## src/rtl/usbfifo_pkg.sv

```systemverilog
package usbfifo_pkg;
  typedef logic [7:0] byte_t;

  typedef enum logic [2:0] {
    ST_IDLE_RD,
    ST_IDLE_WR,
    ST_RD_STB,
    ST_RD_TURN,
    ST_WR_SETUP,
    ST_WR_STB,
    ST_WR_HOLD
  } bridge_st_e;
endpackage

```

## src/rtl/usbfifo_sfifo.sv

```systemverilog
module usbfifo_sfifo #(
  parameter int W     = 8,
  parameter int DEPTH = 4
) (
  input  logic         clk,
  input  logic         rst_n,
  input  logic         push,
  input  logic [W-1:0] din,
  input  logic         pop,
  output logic [W-1:0] dout,
  output logic         full,
  output logic         empty
);
  localparam int AW = (DEPTH < 2) ? 1 : $clog2(DEPTH);

  logic [W-1:0] mem [DEPTH];
  logic [AW:0]  wp, rp;

  always_ff @(posedge clk or negedge rst_n) begin
    if (!rst_n) begin
      wp <= '0;
      rp <= '0;
    end else begin
      if (push && !full) wp <= wp + 1'b1;
      if (pop && !empty) rp <= rp + 1'b1;
    end
  end

  always_ff @(posedge clk) begin
    if (push && !full) mem[wp[AW-1:0]] <= din;
  end

  assign dout  = mem[rp[AW-1:0]];
  assign empty = (wp == rp);
  assign full  = (wp[AW] != rp[AW]) && (wp[AW-1:0] == rp[AW-1:0]);
endmodule

```

## src/rtl/usbfifo_ctrl.sv

```systemverilog
module usbfifo_ctrl
  import usbfifo_pkg::*;
#(
  parameter int RD_LOW_CYC = 4,
  parameter int WR_LOW_CYC = 4,
  parameter int TURN_CYC   = 2
) (
  input  logic  clk,
  input  logic  rst_n,
  input  byte_t pin_din,
  input  logic  pin_rxf_n,
  input  logic  pin_txe_n,
  input  logic  pin_pwren_n,
  input  logic  rx_full,
  input  logic  tx_empty,
  input  byte_t tx_byte,
  output logic  rx_push,
  output byte_t rx_byte,
  output logic  tx_pop,
  output byte_t pin_dout,
  output logic  pin_oe,
  output logic  pin_rd_n,
  output logic  pin_wr_n
);
  localparam int CMAX0 = (RD_LOW_CYC > WR_LOW_CYC) ? RD_LOW_CYC : WR_LOW_CYC;
  localparam int CMAX  = (CMAX0 > TURN_CYC) ? CMAX0 : TURN_CYC;
  localparam int CNT_W = $clog2(CMAX + 1);
  localparam logic [CNT_W-1:0] RD_LAST = CNT_W'(RD_LOW_CYC - 1);
  localparam logic [CNT_W-1:0] WR_LAST = CNT_W'(WR_LOW_CYC - 1);
  localparam logic [CNT_W-1:0] TN_LAST = CNT_W'(TURN_CYC - 1);

  bridge_st_e       st;
  logic [CNT_W-1:0] cnt;
  byte_t            din_q;
  logic             rxf_q, txe_q, pwr_q;
  logic             rd_go, wr_go;

  // one register stage on every device input
  always_ff @(posedge clk or negedge rst_n) begin
    if (!rst_n) begin
      din_q <= '0;
      rxf_q <= 1'b1;
      txe_q <= 1'b1;
      pwr_q <= 1'b1;
    end else begin
      din_q <= pin_din;
      rxf_q <= pin_rxf_n;
      txe_q <= pin_txe_n;
      pwr_q <= pin_pwren_n;
    end
  end

  assign rd_go   = (st == ST_IDLE_RD) && !rxf_q && !pwr_q && !rx_full;
  assign wr_go   = (st == ST_IDLE_WR) && !tx_empty && !txe_q;
  assign tx_pop  = wr_go;
  assign rx_push = (st == ST_RD_STB) && (cnt == RD_LAST);
  assign rx_byte = din_q;

  always_ff @(posedge clk or negedge rst_n) begin
    if (!rst_n) begin
      st       <= ST_IDLE_RD;
      cnt      <= '0;
      pin_rd_n <= 1'b1;
      pin_wr_n <= 1'b1;
      pin_oe   <= 1'b0;
      pin_dout <= '0;
    end else begin
      unique case (st)
        ST_IDLE_RD: begin
          if (rd_go) begin
            pin_rd_n <= 1'b0;
            cnt      <= '0;
            st       <= ST_RD_STB;
          end else begin
            st <= ST_IDLE_WR;
          end
        end
        ST_RD_STB: begin
          if (cnt == RD_LAST) begin
            pin_rd_n <= 1'b1;
            cnt      <= '0;
            st       <= ST_RD_TURN;
          end else begin
            cnt <= cnt + 1'b1;
          end
        end
        ST_RD_TURN: begin
          if (cnt == TN_LAST) st <= ST_IDLE_WR;
          else                cnt <= cnt + 1'b1;
        end
        ST_IDLE_WR: begin
          if (wr_go) begin
            pin_dout <= tx_byte;
            pin_oe   <= 1'b1;
            st       <= ST_WR_SETUP;
          end else begin
            st <= ST_IDLE_RD;
          end
        end
        ST_WR_SETUP: begin
          pin_wr_n <= 1'b0;
          cnt      <= '0;
          st       <= ST_WR_STB;
        end
        ST_WR_STB: begin
          if (cnt == WR_LAST) begin
            pin_wr_n <= 1'b1;
            st       <= ST_WR_HOLD;
          end else begin
            cnt <= cnt + 1'b1;
          end
        end
        ST_WR_HOLD: begin
          pin_oe <= 1'b0;
          st     <= ST_IDLE_RD;
        end
        default: st <= ST_IDLE_RD;
      endcase
    end
  end
endmodule

```

## src/rtl/usbfifo_bridge.sv

```systemverilog
module usbfifo_bridge
  import usbfifo_pkg::*;
#(
  parameter int RD_LOW_CYC = 4,
  parameter int WR_LOW_CYC = 4,
  parameter int TURN_CYC   = 2,
  parameter int DEPTH      = 4
) (
  input  logic       clk,
  input  logic       rst_n,
  input  logic [7:0] ext_data_i,
  output logic [7:0] ext_data_o,
  output logic       ext_data_oe,
  output logic       ext_rd_n,
  output logic       ext_wr_n,
  input  logic       ext_rxf_n,
  input  logic       ext_txe_n,
  input  logic       ext_pwren_n,
  input  logic [7:0] tx_data,
  input  logic       tx_valid,
  output logic       tx_ready,
  output logic [7:0] rx_data,
  output logic       rx_valid,
  input  logic       rx_ready
);
  logic  rx_push, rx_full, rx_empty;
  logic  tx_pop, tx_full, tx_empty;
  byte_t rx_byte, tx_byte;

  usbfifo_sfifo #(.W(8), .DEPTH(DEPTH)) rx_fifo_i (
    .clk(clk), .rst_n(rst_n),
    .push(rx_push), .din(rx_byte),
    .pop(rx_valid && rx_ready), .dout(rx_data),
    .full(rx_full), .empty(rx_empty)
  );

  usbfifo_sfifo #(.W(8), .DEPTH(DEPTH)) tx_fifo_i (
    .clk(clk), .rst_n(rst_n),
    .push(tx_valid && tx_ready), .din(tx_data),
    .pop(tx_pop), .dout(tx_byte),
    .full(tx_full), .empty(tx_empty)
  );

  assign rx_valid = !rx_empty;
  assign tx_ready = !tx_full;

  usbfifo_ctrl #(
    .RD_LOW_CYC(RD_LOW_CYC), .WR_LOW_CYC(WR_LOW_CYC), .TURN_CYC(TURN_CYC)
  ) ctrl_i (
    .clk(clk), .rst_n(rst_n),
    .pin_din(ext_data_i), .pin_rxf_n(ext_rxf_n),
    .pin_txe_n(ext_txe_n), .pin_pwren_n(ext_pwren_n),
    .rx_full(rx_full), .tx_empty(tx_empty), .tx_byte(tx_byte),
    .rx_push(rx_push), .rx_byte(rx_byte), .tx_pop(tx_pop),
    .pin_dout(ext_data_o), .pin_oe(ext_data_oe),
    .pin_rd_n(ext_rd_n), .pin_wr_n(ext_wr_n)
  );
endmodule

```

## config.mk

```make
export PLATFORM = sky130hd
export DESIGN_NAME = usbfifo_bridge
export DESIGN_NICKNAME = d
export VERILOG_FILES = /design/src/rtl/usbfifo_pkg.sv /design/src/rtl/usbfifo_sfifo.sv /design/src/rtl/usbfifo_ctrl.sv /design/src/rtl/usbfifo_bridge.sv
export SDC_FILE = /design/constraint.sdc
export NUM_CORES = 1
export LEC_CHECK = 0
export CORE_MARGIN = 2
export CORE_UTILIZATION = 53
export CTS_CLUSTER_DIAMETER = 100
export DETAILED_ROUTE_END_ITERATION = 12
export DONT_BUFFER_PORTS = 1
export PLACE_DENSITY = 0.69
export SYNTH_ARGS = -nofsm -noshare
export SYNTH_HDL_FRONTEND = slang
export SYNTH_HIERARCHICAL = 1
export SYNTH_SLANG_ARGS = --single-unit
export TNS_END_PERCENT = 30
```

## constraint.sdc

```tcl
create_clock -name clk -period 2.3 [get_ports clk]
set_clock_uncertainty 0.2 [all_clocks]
set_input_delay 0.46 -clock clk [delete_from_list [all_inputs] [get_ports clk]]
set_output_delay 0.46 -clock clk [all_outputs]
set_load 0.005 [all_outputs]
```

**After elaboration in Yosys (flattened, before gate mapping)**

Memories as Yosys holds them, arrays and structs flattened. A register that Yosys moved wholly into a read port is not among the register bits.
Cells that the tools add are included.

- Bits in read-only memories: 0
- Bits in latches: 0
- Output and inout bits: 21
- Bits in writable memories: 64
- Word-level logic and storage cells: 95
- Memories kept: 2
- Input port bits: 23
- Register bits: 32

Memory list:

| memory | words | bits a word | rd ports | clocked after memory_dff | wr ports | RTL line | text |
|---|---|---|---|---|---|---|---|
| rx_fifo_i.mem | 4 | 8 | 1 | 0 | 1 | usbfifo_sfifo.sv:16 | `logic [W-1:0] mem [DEPTH];` |
| tx_fifo_i.mem | 4 | 8 | 1 | 1 | 1 | usbfifo_sfifo.sv:16 |  |

- Shift operators: 0
- Divide/modulo/power cells: 0
- Bitwise operators: 0
- Add/sub/neg operators: 5
- Order comparisons: 0
- Equality and inequality tests: 21
- Muxes and demuxes: 21
- Multiply operators: 0
- Reduce and logical (&&, ||, !) cells: 33

Operators with widths:

| kind | number |
|---|---|
| $mux W3 | 8 |
| $pmux W3 S6 | 1 |
| $add A3 B1 Y3 const B | 5 |
| $pmux W3 S5 | 1 |
| $logic_and A1 B1 Y1 | 14 |
| $eq A3 B2 Y1 const B | 3 |
| $eq A3 B3 Y1 const B | 3 |
| $logic_not A1 Y1 | 8 |
| $ne A2 B2 Y1 const B | 4 |
| $mux W1 | 7 |
| $eq A3 B1 Y1 const B | 2 |
| $eq A3 B3 Y1 | 2 |
| $ne A2 B1 Y1 const B | 3 |
| $pmux W1 S2 | 3 |
| $reduce_and A2 Y1 | 3 |
| $reduce_and A3 Y1 | 2 |
| $reduce_bool A2 Y1 | 3 |
| $reduce_bool A5 Y1 | 1 |
| $eq A2 B2 Y1 | 2 |
| $reduce_and A4 Y1 | 1 |
| $logic_not A3 Y1 | 1 |
| $mux W2 | 1 |
| $ne A1 B1 Y1 | 2 |

**Longest topological paths before layout**

- Depth after elaboration: 7
- Mapped depth: 9
- Gate-level depth less buffers: 7

**Cells and area by module**

Netlist, hierarchy kept.

By module, submodules not included:

| module | sequential area each (um^2) | times used | area each (um^2) | cells an instance |
|---|---|---|---|---|
| usbfifo_sfifo (tx_fifo_i) | 1111.1 | 1 | 1684.1 | 93 |
| usbfifo_sfifo (rx_fifo_i) | 1111.1 | 1 | 1629.1 | 90 |
| usbfifo_ctrl | 706.9 | 1 | 1166.1 | 85 |
| usbfifo_bridge | 0.0 | 1 | 20.0 | 4 |

**Worst setup path before layout**

Ideal clock, no wire load.

- Path kind: reg-to-reg
- From: register ctrl_i.cnt[0]
- To: memory rx_fifo_i.mem[3][0], enable pin
- Buffers on the path: 0
- Cell stages (with the launch flop): 7
- Required time: 1.735 ns
- Slack: -0.115 ns
- Setup time: 0.365 ns
- Arrival time: 1.850 ns
- Period minus slack after synthesis: 2.415 ns
- Cells stage by stage: dfrtp_1 -> ha_1 -> ha_1 -> inv_1 -> nor4_1 -> nand2_1 -> a31oi_2

- Cells in the longest elaborated chain, start to end: 5

RTL lines:

| element | RTL line | text |
|---|---|---|
| start: declaration | usbfifo_ctrl.sv:33 | `logic [CNT_W-1:0] cnt;` |
| start signal: assignment | usbfifo_ctrl.sv:84 | `cnt <= cnt + 1'b1;` |
| start signal: assignment | usbfifo_ctrl.sv:89 | `else cnt <= cnt + 1'b1;` |
| start signal: assignment | usbfifo_ctrl.sv:110 | `cnt <= cnt + 1'b1;` |
| $eq A3 B2 Y1 | usbfifo_ctrl.sv:56 | `assign rx_push = (st == ST_RD_STB) && (cnt == RD_LAST);` |
| $logic_and A1 B1 Y1 | usbfifo_ctrl.sv:56 |  |
| named net rx_push | usbfifo_bridge.sv:26 | `logic rx_push, rx_full, rx_empty;` |
| $logic_and A1 B1 Y1 | usbfifo_sfifo.sv:30 | `if (push && !full) mem[wp[AW-1:0]] <= din;` |
| $mux W1 | usbfifo_sfifo.sv:30 |  |
| $mux W1 (not written as such) | usbfifo_sfifo.sv:30 |  |
| end: declaration | usbfifo_sfifo.sv:16 |  |

The timed path passes the listed nets, and every way through them passes these cells.

**Worst setup path in the final report**

- From: register rx_fifo_i.rp[1]
- To: output rx_valid

- Cells in the longest elaborated chain, start to end: 2

RTL lines:

| element | RTL line | text |
|---|---|---|
| start: declaration | usbfifo_sfifo.sv:17 | `logic [AW:0] wp, rp;` |
| start signal: assignment | usbfifo_sfifo.sv:25 | `if (pop && !empty) rp <= rp + 1'b1;` |
| $eq A3 B3 Y1 | usbfifo_sfifo.sv:34 | `assign empty = (wp == rp);` |
| named net rx_empty | usbfifo_bridge.sv:26 |  |
| $logic_not A1 Y1 | usbfifo_bridge.sv:44 | `assign rx_valid = !rx_empty;` |
| end: declaration | usbfifo_bridge.sv:23 | `output logic rx_valid,` |

The timed path passes the listed nets, and every way through them passes these cells.

==> metrics.md <==
| Metric | Value |
|---|---|
| Cell Chain, Critical Path | `buf_4, xor2_1, nor3_2, inv_1` |
| Starting Density | `a little over half` |
| Final setup fails | `0` |
| Placer congestion estimate | `0.7980` |
| Share of the synthesized area in the top cell type | `42.71%` |
| Total GRT Usage | `18.39%` |
| Antenna viol nets, final | `0` |
| Syn. warnings | `6` |
| Unrepaired setup endpoints after global routing | `no` |
| Highest clock rate | `between 0.4 and 0.5 GHz` |
| Worst hold path class | `in -> reg` |
| Synthesized area | `about 4500 sq um` |
| Vias | `2396` |
| Power Density | `~1100 nW/um^2` |
| Library cells used by synthesis | `52` |
| Rel. slew slack | `71.31%` |
| GR Overflow Total | `0` |
| Sequential element share of the synthesized area | `65.10%` |
| Hold slack | `0.2541 ns` |
| Core Region | `8217 sq um` |
| Clock slew at reported path FFs | `around 0.090 ns` |
| Max incr delay on CP | `0.43 ns` |
| Status | `completed` |
| Tmin final | `around 2.2 ns` |
| Mean Syn Cell Area | `16.54 sq um` |
| Crit end category | `primary output` |
| VDD IR-drop max | `0.7300 mV` |
| Clk root buf | `clkbuf_8` |
| Count leader, synth | `edfxtp_1` |
| DRC errors left | `0` |
| Setup_tns | `0 ns` |
| DR pass1 iterations | `4` |
| Synth Register Bits | `between 100 and 150` |
| Worst-path fanout max | `7` |
| Dominant synthesized flop cell | `edfxtp_1` |
| P_leak | `around 2 nW` |
| DIE WIDTH | `~96 microns` |
| Critical path arrival | `roughly 1.5 ns` |
| Cells after Synth | `272` |
| Die area | `~9000 sq um` |
| Htree depth | `3` |
| Critical R2R Launch | `rx_fifo_i/wp[2]` |
| Most frequent cells after synthesis | `edfxtp_1, dfrtp_1, inv_1` |
| Vias/cell | `around 5.6` |
| IO Pins | `between 40 and 50` |
| Worst path required time | `between 1.5 and 2 ns` |
| Ys async rst share | `about two fifths` |
| P&R area growth vs syn | `15.91%` |
| Initial antenna violation count | `0` |
| Final Slew Violations | `0` |
| Worst setup path class | `reg -> out` |
| PortBufs | `0` |
| WL/cell | `between 15 and 20 microns` |
| Top cells by area, synth | `edfxtp_1, dfrtp_1, mux4_2` |
| Skew-Pair Late Insertion Delay | `roughly 0.36 ns` |
| Antenna cells | `0` |
| Critical hold path startpoint | `rx_ready` |
| Initial drt markers | `95` |
| CP startpoint | `rx_fifo_i/rp[1]` |
| Largest net degree at the start of global routing | `41` |
| Synth Net Count | `309` |
| Row cnt | `33` |
| Die H | `96.14 microns` |
| Max Cap Violations | `0` |
| Leading area contributor after synthesis | `edfxtp_1` |
| CP max stage cell | `dfrtp_1` |
| Number of nets in the layout | `approximately 360` |
| Hold Fails Final Rpt | `0` |
| Detailed Place HPWL | `between 5 and 6 mm` |
| Tcrit/Tclk final | `94.23%` |
| CTS tree | `yes` |
| Number of global-route vias before repair | `2484` |
| Slew of the pin with the lowest slew margin | `0.4303 ns` |
| Layout cells sized above 1 | `23.93%` |
| Final WL | `between 7 and 8 mm` |
| Number of synthesized flops with an enable pin | `64` |
| Num CTS Buffers | `9` |
| CTS sink cnt | `104` |
| CP Launch Type | `flop` |
| Final design utilization | `63.47%` |
| First-pass GRT wire length | `12.33 mm` |
| Deepest clock path buffer count | `2` |
## path summary, 6_finish.rpt
path / endpoint / slack, ns / cells after the start
setup reg to reg: ctrl_i/cnt[1] / 0.13 / 7
max in group asynchronous: ctrl_i/pin_wr_n / 1.20 / 2
hold reg to reg: rx_fifo_i/mem[3][1] / 0.30 / 0
setup / recovery: rx_valid / 0.13 / 4
min in group asynchronous: ctrl_i/pin_dout[4] / 0.43 / 2
hold / removal: rx_fifo_i/rp[0] / 0.25 / 3
## per-layer routing
metal,up-vias,track usage [%],part of all wire (%)
met5,-,0,0
met4,0,4.167,1.1
met3,8,6.030,4.7
met2,45,31.89,52
met1,1218,22.40,42
li1,1125,-,-
## where the power goes
part	total, mW	internal, mW	leakage (nW)	switching [mW]
sequential	2.60	2.36	1.07	0.243
combinational	1.90	0.946	0.841	0.957
clock	1.11	0.435	0.103	0.672
total	5.61	3.74	2.01	1.87
## cell type report
type,instances,area (sq um)
Timing Repair Buffer,46,431.7
Clock buffer,9,123.9
Sequential cell,104,2929
Multi-Input combinational cell,143,1454
Fill cell,606,3002
Tap cell,105,131.4
Inverter,17,63.81
Clock inverter,7,81.33
## logic make-up after synthesis
kind of cell / Yosys count / share of synthesized area, %
simple gates: 49 / 6.563
compound gates: 37 / 6.201
xor+xnor: 16 / 3.949
fa+ha+maj: 14 / 3.893
flops: 104 / 65.10
mux: 27 / 11.40
buf+inv: 25 / 2.892
## state kept, by name, summed over array words and instances, names as in the netlist
name,cells
tx_fifo_i/wp,3
ctrl_i/rx_byte,8
ctrl_i/pin_rd_n,1
tx_fifo_i/mem,32
ctrl_i/txe_q,1
ctrl_i/pin_dout,8
ctrl_i/st,3
ctrl_i/pin_oe,1
rx_fifo_i/mem,32
ctrl_i/pwr_q,1
rx_fifo_i/wp,3
tx_fifo_i/rp,3
ctrl_i/rxf_q,1
ctrl_i/pin_wr_n,1
rx_fifo_i/rp,3
ctrl_i/cnt,3
## metrics by stage
step / cells / setup slack (ns) / instance area, sq um / power, mW
3_3_place_gp: 394 / 0.1844 / 4771 / 4.459
4_1_cts: 431 / 0.06664 / 5204 / 5.680
5_1_grt: 431 / 0.002079 / 5215 / 5.993
3_5_place_dp: 394 / 0.1150 / 4771 / 4.509
6_report: 431 / 0.1326 / 5215 / 5.609
2_1_floorplan: 272 / 0.08152 / 4506 / 4.024
## critical path, delay by kind of cell (launching register included)
family	cells	cell delay [ns]
flip-flops	1	0.43
buffers and inverters	2	0.27
AND/OR/NAND/NOR	1	0.10
XOR/XNOR	1	0.36
## what timing repair did
action / CTS / global route
hold buffers: 21 / 0
buffers inserted: 0 / 0
endpoints found under the setup margin: 0 / 16
endpoints found under the hold margin: 83 / 0
resized for setup: 0 / 4
## cell usage in the layout, fill, tap and decap left out, types with 6 or more instances in the layout
cell type	count
edfxtp_1	64
dfrtp_1	35
buf_4	23
dlygate4sd3_1	20
inv_1	16
ha_1	14
mux4_2	10
clkbuf_8	9
mux2_1	8
nand2b_1	8
nand2_1	7
nor2_1	7
a21oi_1	7
xnor2_1	7
mux4_1	6
(Power assumes the default switching activity.)
